--- src/rtl/chg_pkg.sv ---
package chg_pkg;

  localparam int NST = 9;

  localparam int S_IDLE    = 0;
  localparam int S_DISCH   = 1;
  localparam int S_PEND    = 2;
  localparam int S_FAST    = 3;
  localparam int S_TOPOFF  = 4;
  localparam int S_TRICKLE = 5;
  localparam int S_HOLD    = 6;
  localparam int S_DONE    = 7;
  localparam int S_ABSENT  = 8;

  localparam int PHW = 4;

  typedef logic [NST-1:0] st_vec_t;

  function automatic st_vec_t st_one(input int idx);
    st_vec_t v;
    v = '0;
    v[idx] = 1'b1;
    return v;
  endfunction

  // phase code equals the index of the active state bit
  function automatic logic [PHW-1:0] st_code(input st_vec_t s);
    logic [PHW-1:0] c;
    c = '0;
    for (int i = 0; i < NST; i++) begin
      if (s[i]) c = PHW'(i);
    end
    return c;
  endfunction

endpackage

--- src/rtl/chg_sync.sv ---
module chg_sync #(
  parameter int W      = 3,
  parameter int STAGES = 2,
  parameter logic [W-1:0] RST_VAL = '0
) (
  input  logic         clk,
  input  logic         rst,
  input  logic [W-1:0] din,
  output logic [W-1:0] lvl,
  output logic [W-1:0] lvl_d
);

  logic [W-1:0] stg_q [STAGES];
  logic [W-1:0] prev_q;

  always_ff @(posedge clk) begin
    if (rst) begin
      for (int i = 0; i < STAGES; i++) stg_q[i] <= RST_VAL;
      prev_q <= RST_VAL;
    end else begin
      stg_q[0] <= din;
      for (int i = 1; i < STAGES; i++) stg_q[i] <= stg_q[i-1];
      prev_q <= stg_q[STAGES-1];
    end
  end

  assign lvl   = stg_q[STAGES-1];
  assign lvl_d = prev_q;

endmodule

--- src/rtl/chg_tmr.sv ---
module chg_tmr #(
  parameter int CLK_PER_TICK = 100000,
  parameter int SAFE_UNIT    = 1350000,
  parameter int MCV_TICKS    = 1500
) (
  input  logic       clk,
  input  logic       rst,
  input  logic [2:0] tsel,
  input  logic       safe_run,
  input  logic       safe_clr,
  input  logic       mcv_run,
  output logic       safe_exp,
  output logic       mcv_exp
);

  localparam int SAFE_MAX = SAFE_UNIT * 16;
  localparam int SW = $clog2(SAFE_MAX + 1);
  localparam int MW = $clog2(MCV_TICKS + 1);

  logic tick;

  generate
    if (CLK_PER_TICK <= 1) begin : g_nodiv
      assign tick = 1'b1;
    end else begin : g_div
      localparam int PW = $clog2(CLK_PER_TICK);
      logic [PW-1:0] pc_q;
      always_ff @(posedge clk) begin
        if (rst || pc_q == PW'(CLK_PER_TICK - 1)) pc_q <= '0;
        else pc_q <= pc_q + 1'b1;
      end
      assign tick = (pc_q == PW'(CLK_PER_TICK - 1));
    end
  endgenerate

  logic [2:0]    sh;
  logic [SW-1:0] lim;
  logic [SW-1:0] safe_q;
  logic [MW-1:0] mcv_q;

  always_comb begin
    sh  = (tsel > 3'd4) ? 3'd0 : 3'd4 - tsel;
    lim = SW'(SAFE_UNIT) << sh;
  end

  assign safe_exp = (safe_q >= lim);
  assign mcv_exp  = (mcv_q >= MW'(MCV_TICKS));

  always_ff @(posedge clk) begin
    if (rst || safe_clr) safe_q <= '0;
    else if (safe_run && tick && !safe_exp) safe_q <= safe_q + 1'b1;
  end

  always_ff @(posedge clk) begin
    if (rst || !mcv_run) mcv_q <= '0;
    else if (tick && !mcv_exp) mcv_q <= mcv_q + 1'b1;
  end

  // the hold window restarts whenever the hold phase is left
  assert_mcv_clear_R11: assert property (@(posedge clk) disable iff (rst)
    !mcv_run |=> !mcv_exp);

  // once expired the safety timer stays expired until cleared
  assert_safe_sticky_R8: assert property (@(posedge clk) disable iff (rst)
    (safe_run && safe_exp && !safe_clr) |=> (safe_exp || !$stable(tsel)));

endmodule

--- src/rtl/chg_fsm.sv ---
module chg_fsm
  import chg_pkg::*;
(
  input  logic           clk,
  input  logic           rst,
  input  logic           run_ok,
  input  logic           start,
  input  logic           dcmd_lvl,
  input  logic           dcmd_fall,
  input  logic           pvd_mode,
  input  logic           topoff_en,
  input  logic           cell_lo,
  input  logic           cell_hi,
  input  logic           temp_cold,
  input  logic           temp_hot,
  input  logic           temp_cut,
  input  logic           dtdt,
  input  logic           vdrop,
  input  logic           safe_exp,
  input  logic           mcv_exp,
  output logic           safe_run,
  output logic           safe_clr,
  output logic           mcv_run,
  output logic           dis_o,
  output logic [PHW-1:0] phase_o
);

  st_vec_t state_q, state_d, first_st;
  logic    cold_fault, qual, fast_end, top_end;

  always_comb begin
    cold_fault = temp_cold & ~pvd_mode;
    qual       = ~cell_lo & ~cell_hi & ~temp_hot & ~cold_fault;
    fast_end   = temp_cut | dtdt | vdrop | cold_fault | safe_exp;
    top_end    = temp_cut | safe_exp;
    first_st   = dcmd_lvl ? st_one(S_PEND) : st_one(S_DISCH);
  end

  always_comb begin
    state_d = state_q;
    if (!run_ok) begin
      state_d = st_one(S_IDLE);
    end else if (start) begin
      state_d = first_st;
    end else if (dcmd_fall && !state_q[S_IDLE]) begin
      state_d = st_one(S_DISCH);
    end else if (state_q[S_DISCH]) begin
      if (cell_lo) state_d = st_one(S_PEND);
    end else if (state_q[S_PEND]) begin
      if (cell_hi) state_d = st_one(S_ABSENT);
      else if (qual) state_d = st_one(S_FAST);
    end else if (state_q[S_FAST]) begin
      if (cell_hi) state_d = st_one(S_HOLD);
      else if (fast_end) state_d = topoff_en ? st_one(S_TOPOFF) : st_one(S_TRICKLE);
    end else if (state_q[S_TOPOFF]) begin
      if (cell_hi) state_d = st_one(S_HOLD);
      else if (top_end) state_d = st_one(S_TRICKLE);
    end else if (state_q[S_TRICKLE] || state_q[S_DONE]) begin
      if (cell_hi) state_d = st_one(S_HOLD);
    end else if (state_q[S_HOLD]) begin
      if (!cell_hi) state_d = st_one(S_DONE);
      else if (mcv_exp) state_d = st_one(S_ABSENT);
    end else if (state_q[S_ABSENT]) begin
      if (!cell_hi) state_d = first_st;
    end
  end

  assign safe_run = state_q[S_FAST] | state_q[S_TOPOFF];
  assign safe_clr = ~safe_run | (state_q[S_FAST] & state_d[S_TOPOFF]);
  assign mcv_run  = state_q[S_HOLD];

  always_ff @(posedge clk) begin
    if (rst) begin
      state_q <= st_one(S_IDLE);
      phase_o <= '0;
      dis_o   <= 1'b0;
    end else begin
      state_q <= state_d;
      phase_o <= st_code(state_d);
      dis_o   <= state_d[S_DISCH];
    end
  end

  assert_onehot_R14: assert property (@(posedge clk) disable iff (rst)
    $countones(state_q) == 1);

  assert_idle_R1: assert property (@(posedge clk) disable iff (rst)
    !run_ok |=> state_q[S_IDLE]);

  assert_pend_qual_R5: assert property (@(posedge clk) disable iff (rst)
    (state_q[S_FAST] && $past(state_q[S_PEND])) |-> $past(qual));

  assert_hold_entry_R10: assert property (@(posedge clk) disable iff (rst)
    (run_ok && !start && !dcmd_fall && state_q[S_FAST] && cell_hi) |=> state_q[S_HOLD]);

  assert_absent_R11: assert property (@(posedge clk) disable iff (rst)
    (state_q[S_ABSENT] && $past(state_q[S_HOLD])) |-> $past(mcv_exp));

endmodule

--- src/rtl/chg_seq_top.sv ---
module chg_seq_top
  import chg_pkg::*;
#(
  parameter int CLK_PER_TICK = 100000,
  parameter int SAFE_UNIT    = 1350000,
  parameter int MCV_TICKS    = 1500,
  parameter int SYNC_STAGES  = 2
) (
  input  logic       clk,
  input  logic       rst,
  input  logic       pwr_good_i,
  input  logic       inh_n_i,
  input  logic       dcmd_n_i,
  input  logic       pvd_mode_i,
  input  logic       topoff_en_i,
  input  logic [2:0] tsel_i,
  input  logic       cell_lo_i,
  input  logic       cell_hi_i,
  input  logic       temp_cold_i,
  input  logic       temp_hot_i,
  input  logic       temp_cut_i,
  input  logic       dtdt_i,
  input  logic       vdrop_i,
  output logic       dis_o,
  output logic [3:0] phase_o
);

  // bit 0 power-good, bit 1 inhibit (active low), bit 2 discharge command (active low)
  logic [2:0] cmd_lvl, cmd_lvl_d;
  logic       run_ok, start, dcmd_fall;
  logic       safe_run, safe_clr, mcv_run, safe_exp, mcv_exp;

  chg_sync #(
    .W(3), .STAGES(SYNC_STAGES), .RST_VAL(3'b100)
  ) u_sync (
    .clk(clk), .rst(rst),
    .din({dcmd_n_i, inh_n_i, pwr_good_i}),
    .lvl(cmd_lvl), .lvl_d(cmd_lvl_d)
  );

  assign run_ok    = cmd_lvl[0] & cmd_lvl[1];
  assign start     = run_ok & ((cmd_lvl[0] & ~cmd_lvl_d[0]) | (cmd_lvl[1] & ~cmd_lvl_d[1]));
  assign dcmd_fall = ~cmd_lvl[2] & cmd_lvl_d[2];

  chg_tmr #(
    .CLK_PER_TICK(CLK_PER_TICK), .SAFE_UNIT(SAFE_UNIT), .MCV_TICKS(MCV_TICKS)
  ) u_tmr (
    .clk(clk), .rst(rst), .tsel(tsel_i),
    .safe_run(safe_run), .safe_clr(safe_clr), .mcv_run(mcv_run),
    .safe_exp(safe_exp), .mcv_exp(mcv_exp)
  );

  chg_fsm u_fsm (
    .clk(clk), .rst(rst), .run_ok(run_ok), .start(start),
    .dcmd_lvl(cmd_lvl[2]), .dcmd_fall(dcmd_fall),
    .pvd_mode(pvd_mode_i), .topoff_en(topoff_en_i),
    .cell_lo(cell_lo_i), .cell_hi(cell_hi_i),
    .temp_cold(temp_cold_i), .temp_hot(temp_hot_i), .temp_cut(temp_cut_i),
    .dtdt(dtdt_i), .vdrop(vdrop_i),
    .safe_exp(safe_exp), .mcv_exp(mcv_exp),
    .safe_run(safe_run), .safe_clr(safe_clr), .mcv_run(mcv_run),
    .dis_o(dis_o), .phase_o(phase_o)
  );

  assert_dis_phase_R3: assert property (@(posedge clk) disable iff (rst)
    dis_o |-> (phase_o == 4'd1));

endmodule

--- config.mk ---
export PLATFORM = sky130hd
export DESIGN_NAME = chg_seq_top
export DESIGN_NICKNAME = d
export VERILOG_FILES = /design/src/rtl/chg_pkg.sv /design/src/rtl/chg_sync.sv /design/src/rtl/chg_tmr.sv /design/src/rtl/chg_fsm.sv /design/src/rtl/chg_seq_top.sv
export SDC_FILE = /design/constraint.sdc
export NUM_CORES = 1
export LEC_CHECK = 0
export ABC_AREA = 1
export BUFFER_PORTS_ARGS = -buffer_cell sky130_fd_sc_hd__buf_4
export CORE_ASPECT_RATIO = 1.25
export CORE_MARGIN = 2
export CORE_UTILIZATION = 55
export CTS_BUF_LIST = sky130_fd_sc_hd__clkbuf_16
export DETAILED_ROUTE_END_ITERATION = 16
export PLACE_DENSITY_LB_ADDON = 0.15
export SKIP_CTS_REPAIR_TIMING = 1
export SLEW_MARGIN = 20
export SYNTH_ARGS = -nofsm -noshare
export SYNTH_HDL_FRONTEND = slang
export SYNTH_SLANG_ARGS = --single-unit
--- constraint.sdc ---
create_clock -name clk -period 3.48 [get_ports clk]
set_input_delay 0.174 -clock clk [delete_from_list [all_inputs] [get_ports clk]]
set_output_delay 0.174 -clock clk [all_outputs]
set_load 0.01 [all_outputs]
## Word level (Yosys, flattened, before mapping)

Memory sizes are Yosys's and may differ from the RTL's.
Cells that the tools add are included.

| word-level totals | value |
|---|---|
| input port bits | 17 |
| memories kept | 1 |
| register bits | 70 |
| output and inout bits | 5 |
| bits in writable memories | 6 |
| logic and storage cells | 109 |

| cells by class | value |
|---|---|
| eq/ne operators | 8 |
| shift operators | 1 |
| bitwise operators | 30 |
| add/subtract/negate cells | 4 |
| reduce and logical (&&, ||, !) cells | 16 |
| $lt $le $gt $ge | 3 |
| mux-type cells | 37 |

Memory list:

| memory | depth | bits a word | read ports | clocked after memory_dff | write ports | RTL line | text |
|---|---|---|---|---|---|---|---|
| u_sync.stg_q | 2 | 3 | 2 | 0 | 2 | chg_sync.sv:13 | `logic [W-1:0] stg_q [STAGES];` |

Operators with widths:

| cell | number |
|---|---|
| two-way mux 9 bit | 21 |
| adder 25 x 1 -> 25 bit, second input constant | 1 |
| greater-or-equal comparator 25 bit | 1 |
| << shifter 21 x 3 -> 25 bit, first input constant | 1 |
| two-way mux 3 bit | 8 |
| != test 9 x 1 -> 1 bit, second input constant | 2 |
| adder 17 x 1 -> 17 bit, second input constant | 1 |
| equality test 17 bit, second input constant | 1 |
| adder 11 x 1 -> 11 bit, second input constant | 1 |
| greater-or-equal comparator 11 bit, second input constant | 1 |
| AND 1 bit | 10 |
| inverter 1 bit | 10 |
| bitwise OR 1 bit | 10 |
| nonzero test 9 bit | 1 |
| != test 8 x 3 -> 1 bit, second input constant | 1 |
| != test 8 bit, second input constant | 1 |
| AND reduction 8 bit | 1 |
| != test 7 bit, second input constant | 1 |
| two-way mux 6 bit | 1 |
| != test 6 bit, second input constant | 1 |
| logical AND 1 bit | 4 |
| logical NOT 1 bit | 4 |
| logical OR 1 bit | 4 |
| two-way mux 1 bit | 4 |
| other kinds (6) | 8 |

## Longest topological paths before layout

| logic depth | value |
|---|---|
| depth in word-level cells | 22 |
| depth in mapped cells | 27 |
| mapped depth without buffers | 27 |

## By module

Synthesis repeated with hierarchy kept, for this count alone.

| unflattened totals | value |
|---|---|
| cells, all modules | 812 |
| area, all modules | 5108.6 sq um |

Modules (own cells, without submodules):

| module | instances | cells each | sequential area each (sq um) | area each (sq um) |
|---|---|---|---|---|
| chg_tmr | 1 | 605 | 1061.0 | 3817.4 |
| chg_fsm | 1 | 169 | 240.2 | 991.0 |
| chg_sync | 1 | 31 | 180.2 | 274.0 |
| chg_seq_top | 1 | 7 | 0.0 | 26.3 |

## Least setup slack after synthesis

No wires, ideal clock.

| path | value |
|---|---|
| kind | in2reg |
| from | input tsel_i[0] |
| to | register u_tmr.safe_q[19] |
| data arrival time | 3008 ps |
| buffers on the path | 0 |
| setup slack | 347 ps |
| setup time | 125 ps |
| cell stages on the path | 21 |
| data required time | 3355 ps |
| path through | inv_1 ha_1 nand2_1 ha_1 or2_2 nand2_1 inv_1 ha_1 nand2_1 inv_1 nand2_1 nand2_1 a21oi_2 nand3_2 nor3_4 nand2_1 nor3_2 nand2_1 xor2_1 inv_1 nor2_1 |

| on the way | value |
|---|---|
| cells in the longest elaborated chain, start to end | 17 |
| elaborated cells between the ends (all ways) | 23 |
| those cells by class | add/sub (1); order compare (2); shift (1); mux (12); bitwise (4); reduce/logical (3) |

RTL lines:

| item | RTL line | text |
|---|---|---|
| start: declaration | chg_seq_top.sv:16 | `input logic [2:0] tsel_i,` |
| subtractor 3 bit / > comparator 3 bit (equally long branches) | chg_tmr.sv:42 | `sh = (tsel > 3'd4) ? 3'd0 : 3'd4 - tsel;` |
| two-way mux 3 bit * | chg_tmr.sv:42 |  |
| << shifter 21 x 3 -> 25 bit * | chg_tmr.sv:43 | `lim = SW'(SAFE_UNIT) << sh;` |
| greater-or-equal comparator 25 bit * | chg_tmr.sv:46 | `assign safe_exp = (safe_q >= lim);` |
| bitwise OR 1 bit | chg_fsm.sv:35 | `top_end = temp_cut \| safe_exp;` |
| two-way mux 9 bit | chg_fsm.sv:57 | `else if (top_end) state_d = st_one(S_TRICKLE);` |
| two-way mux 9 bit | chg_fsm.sv:56 | `if (cell_hi) state_d = st_one(S_HOLD);` |
| two-way mux 9 bit | chg_fsm.sv:55 | `end else if (state_q[S_TOPOFF]) begin` |
| two-way mux 9 bit | chg_fsm.sv:52 | `end else if (state_q[S_FAST]) begin` |
| two-way mux 9 bit | chg_fsm.sv:49 | `end else if (state_q[S_PEND]) begin` |
| two-way mux 9 bit | chg_fsm.sv:47 | `end else if (state_q[S_DISCH]) begin` |
| two-way mux 9 bit | chg_fsm.sv:45 | `end else if (dcmd_fall && !state_q[S_IDLE]) begin` |
| two-way mux 9 bit | chg_fsm.sv:43 | `end else if (start) begin` |
| two-way mux 9 bit | chg_fsm.sv:41 | `if (!run_ok) begin` |
| AND 1 bit | chg_fsm.sv:69 | `assign safe_clr = ~safe_run \| (state_q[S_FAST] & state_d[S_TOPOFF]);` |
| bitwise OR 1 bit | chg_fsm.sv:69 |  |
| logical OR 1 bit | chg_tmr.sv:50 | `if (rst \|\| safe_clr) safe_q <= '0;` |
| end signal: assignment | chg_tmr.sv:51 | `else if (safe_run && tick && !safe_exp) safe_q <= safe_q + 1'b1;` |
| end: declaration | chg_tmr.sv:38 | `logic [SW-1:0] safe_q;` |

Mark *: on every way between the ends. The rest lies on a longest branch, timed or not. The select of a mux whose other input is x is not followed.
A chain may end at the register's enable or synchronous reset.

## Worst setup path in the final report

| path | value |
|---|---|
| from | input tsel_i[0] |
| to | register u_tmr.safe_q[10] |

Same word-level chain as after synthesis.

==> metrics.csv <==
stage,metric,value,unit
status,status,"finished, final reports clean",
critical_path,start_kind,input pin,
sta,whs,0.0217,ns
sta,slew_headroom,65.5,%
routing,initialDrtViolationCount,259,
placed_design,gp_congestion,0.961,
final_layout,postLayoutCoreUtil,64.0,%
clocking,insertion_delay,0.34,ns
logic_synthesis,synth_nets,769,
pwr,power_density,357,mW/mm^2
clocking,clk_pin_slew_worst_paths,0.06,ns
critical_path,cp.depth,23,
sta,finalClockSkew,0.00706,ns
critical_path,startpoint,tsel_i[0],
final_layout,drive_gt1_share,8.64,%
critical_path,crit_chain,"buf_4, inv_1, ha_1, nand2_2, ha_1, or2_2, nand2_1, inv_1, ha_1, nand2_1, inv_1, nand2_1, nand2_1, a21oi_2, nand3_2, nor3_4, buf_4, nand2_2, nor2_2, nand2_1, nor2_2, xnor2_1, nor2_1",
clocking,cts_sinks,74,
logic_synthesis,synth_top_area_cell,dfxtp_1,
critical_path,crit_top_cell,nand2_1,
placed_design,portBuffers,21,
floorplanning,rows,37,
grt,grtUsageTotal,24.0,%
pwr,leakagePower,2.30,nW
placed_design,postPlaceCellArea,0.00502,sq mm
logic_synthesis,ys_seq_area_share,31.2,%
routing,drt-wirelength-per-cell,12.4,microns
logic_synthesis,syn_area,0.00475,sq mm
logic_synthesis,syn_area_per_cell,6.61,sq um
clocking,clk_path_buf_depth,2,
routing,totalWireLength,10.6,mm
logic_synthesis,ys.flop_type,dfxtp_1,
grt,antenna_found_initial,0,
floorplanning,core,0.00833,sq mm
sta,rsz0062_at_grt,false,
critical_path,crit_family,simple AND/OR/NAND/NOR gates,
routing,drtAntennaViolNets,0,
sta,min_period,3.17,ns
critical_path,r2r-start,u_tmr.safe_q[6]$_SDFFE_PP0P_,
critical_path,cp.arrival,3.40,ns
critical_path,path_max_fanout,5,
routing,vias,4470,
sta,setup_viol,0,
clocking,htree_levels,3,
floorplanning,die_h,108,microns
critical_path,reg2regPathDepth,15,
logic_synthesis,synth_area_leaders,"dfxtp_1, nand2_1, nor2_1",
logic_synthesis,post-synth-top-count-cell,nand2_1,
logic_synthesis,postSynthCellCount,719,
floorplanning,start_util,57.0,%
sta,tns,0,ns
clocking,numCtsBuffers,9,
sta,drv_slew,0,
routing,vias_per_cell,5.27,
grt,grt_pass1_wl,18.1,mm
critical_path,required,3.71,ns
logic_synthesis,ys.warnings.count,0,
logic_synthesis,ys_types,35,
clocking,root_buffer,clkbuf_16,
placed_design,post-dp-hpwl,8.29,mm
routing,remaining_drc_errors,0,
critical_path,end_kind,flip-flop,
flow_run,maxCapViolations,0,
clocking,cts_tree,built,
grt,grt_pass1_vias,4145,
sta,finalHoldViolCount,0,
final_layout,diodes,0,
floorplanning,die_w,87.1,microns
critical_path,slowest_stage,ha_1,
critical_path,crit_path_max_incr_delay,0.36,ns
final_layout,nNetsFinal,797,
critical_path,crit_buf_inv,5,
logic_synthesis,synth_seq_cells,74,
logic_synthesis,yosys-top-cells-count,"nand2_1, nor2_1, inv_1",
logic_synthesis,synth-edff-count,0,
floorplanning,io_pins,22,
grt,grt_max_degree,26,
routing,drt-pass1-iter-count,5,
pwr,ir_drop,0.256,mV
worst_hold_path,hold_path_class,input pin to flip-flop,
sta,fmax,315,MHz
critical_path,regToRegEndpoint,u_tmr.safe_q[10]$_SDFFE_PP0P_,
critical_path,crit_path_end,u_tmr.safe_q[10]$_SDFFE_PP0P_,
logic_synthesis,synth_top_area_share,31.2,%
critical_path,reg2reg_slack,1.01,ns
final_layout,design_area,0.00533,sq mm
critical_path,worstSetupPathType,input pin to flip-flop,
grt,grt_overflow_total,0,
sta,tightestPinTransition,0.512,ns
logic_synthesis,synth-async-reset-ratio,0,%
sta,fin_crit_sh,91.1,%
final_layout,syn_to_final_growth,12.2,%
floorplanning,die_area,0.00940,sq mm
==> layer usage <==
metal  track usage (%)  part of all wire [%]  up-vias  wire length (microns)
li1                  -                     -     2364                      -
met4              8.90                   1.8        0                    195
met1              27.8                    44     2006                   4600
met5                 0                     0        -                      0
met3              3.76                   3.5       14                    373
met2              43.8                    51       86                   5390
==> power by group <==
group          switching (mW)  internal (mW)
registers             0.00338          0.854
clock network           0.359          0.552
logic                  0.0845         0.0535
==> per-stage QoR <==
stage / power, mW / instances / setup WS, ns
detailed placement: 1.01 / 831 / -0.0116
global placement: 1.01 / 831 / 0.0936
CTS: 1.93 / 847 / 0.328
global route: 1.99 / 849 / 0.00773
floorplan: 0.973 / 719 / 0.347
finish: 1.91 / 849 / 0.308
==> cell usage in the layout, fill, tap and decap left out, types with 19 or more instances in the layout <==
cell,netlist,final
nand3_1,25,25
o21ai_0,31,31
inv_1,107,107
dfxtp_1,74,74
a21oi_1,42,42
xor2_1,23,23
nor3_1,24,24
nand2_1,151,150
buf_4,2,29
nor2_1,121,121
nand4_1,19,19
ha_1,33,33
==> worst reg2reg max path, cell delays in order, from the launching register on <==
cell	delay, ns
dfxtp_1	0.45
ha_1	0.29
a21oi_1	0.15
nand2_1	0.06
nand2_1	0.05
nand2_1	0.05
nand2_1	0.15
nand3_2	0.15
nor3_4	0.25
buf_4	0.17
nand2_2	0.06
nor2_2	0.12
nand2_1	0.11
nor2_2	0.11
xnor2_1	0.12
nor2_1	0.06
==> cell type report <==
type	instances	area (sq um)
Clock buffer	9	225
Clock inverter	7	68.8
Sequential cell	74	1480
Fill cell	763	3000
Multi-Input combinational cell	522	2790
Timing Repair Buffer	30	238
Inverter	110	413
Tap cell	97	121
==> logic make-up (layout without fill, tap and decap cells) <==
family                   count (synthesis)  count (layout)  synth area share [%]
flip-flops                              74              74                  31.2
AO/OA/AOI/OAI                           91              91                  10.8
adder cells (fa/ha/maj)                 33              33                  8.69
AND/OR/NAND/NOR                        369             369                  33.8
buffers and inverters                  123             156                  10.2
XOR/XNOR                                29              29                  5.34
==> worst min-delay path by stage <==
| stage | startpoint | to | slack, ns | cells past startpoint |
|---|---|---|---|---|
| 2_1_floorplan | dcmd_n_i | u_sync.stg_q[0][2]$_SDFF_PP1_ | 0.28 | 1 |
| 3_3_place_gp | dcmd_n_i | u_sync.stg_q[0][2]$_SDFF_PP1_ | 0.36 | 2 |
| 3_5_place_dp | dcmd_n_i | u_sync.stg_q[0][2]$_SDFF_PP1_ | 0.37 | 2 |
| 4_1_cts | dcmd_n_i | u_sync.stg_q[0][2]$_SDFF_PP1_ | 0.02 | 2 |
| 5_1_grt | dcmd_n_i | u_sync.stg_q[0][2]$_SDFF_PP1_ | 0.02 | 2 |
| 6_report | dcmd_n_i | u_sync.stg_q[0][2]$_SDFF_PP1_ | 0.02 | 2 |
==> state kept, by name (all words and copies together) (netlist names) <==
signal            count
u_fsm.state_q         9
u_fsm.phase_o         3
u_sync.lvl_d          3
u_tmr.g_div.pc_q     17
u_tmr.mcv_q          11
u_sync.stg_q          6
u_tmr.safe_q         25
No activity file was read; power rests on OpenSTA's default activity.
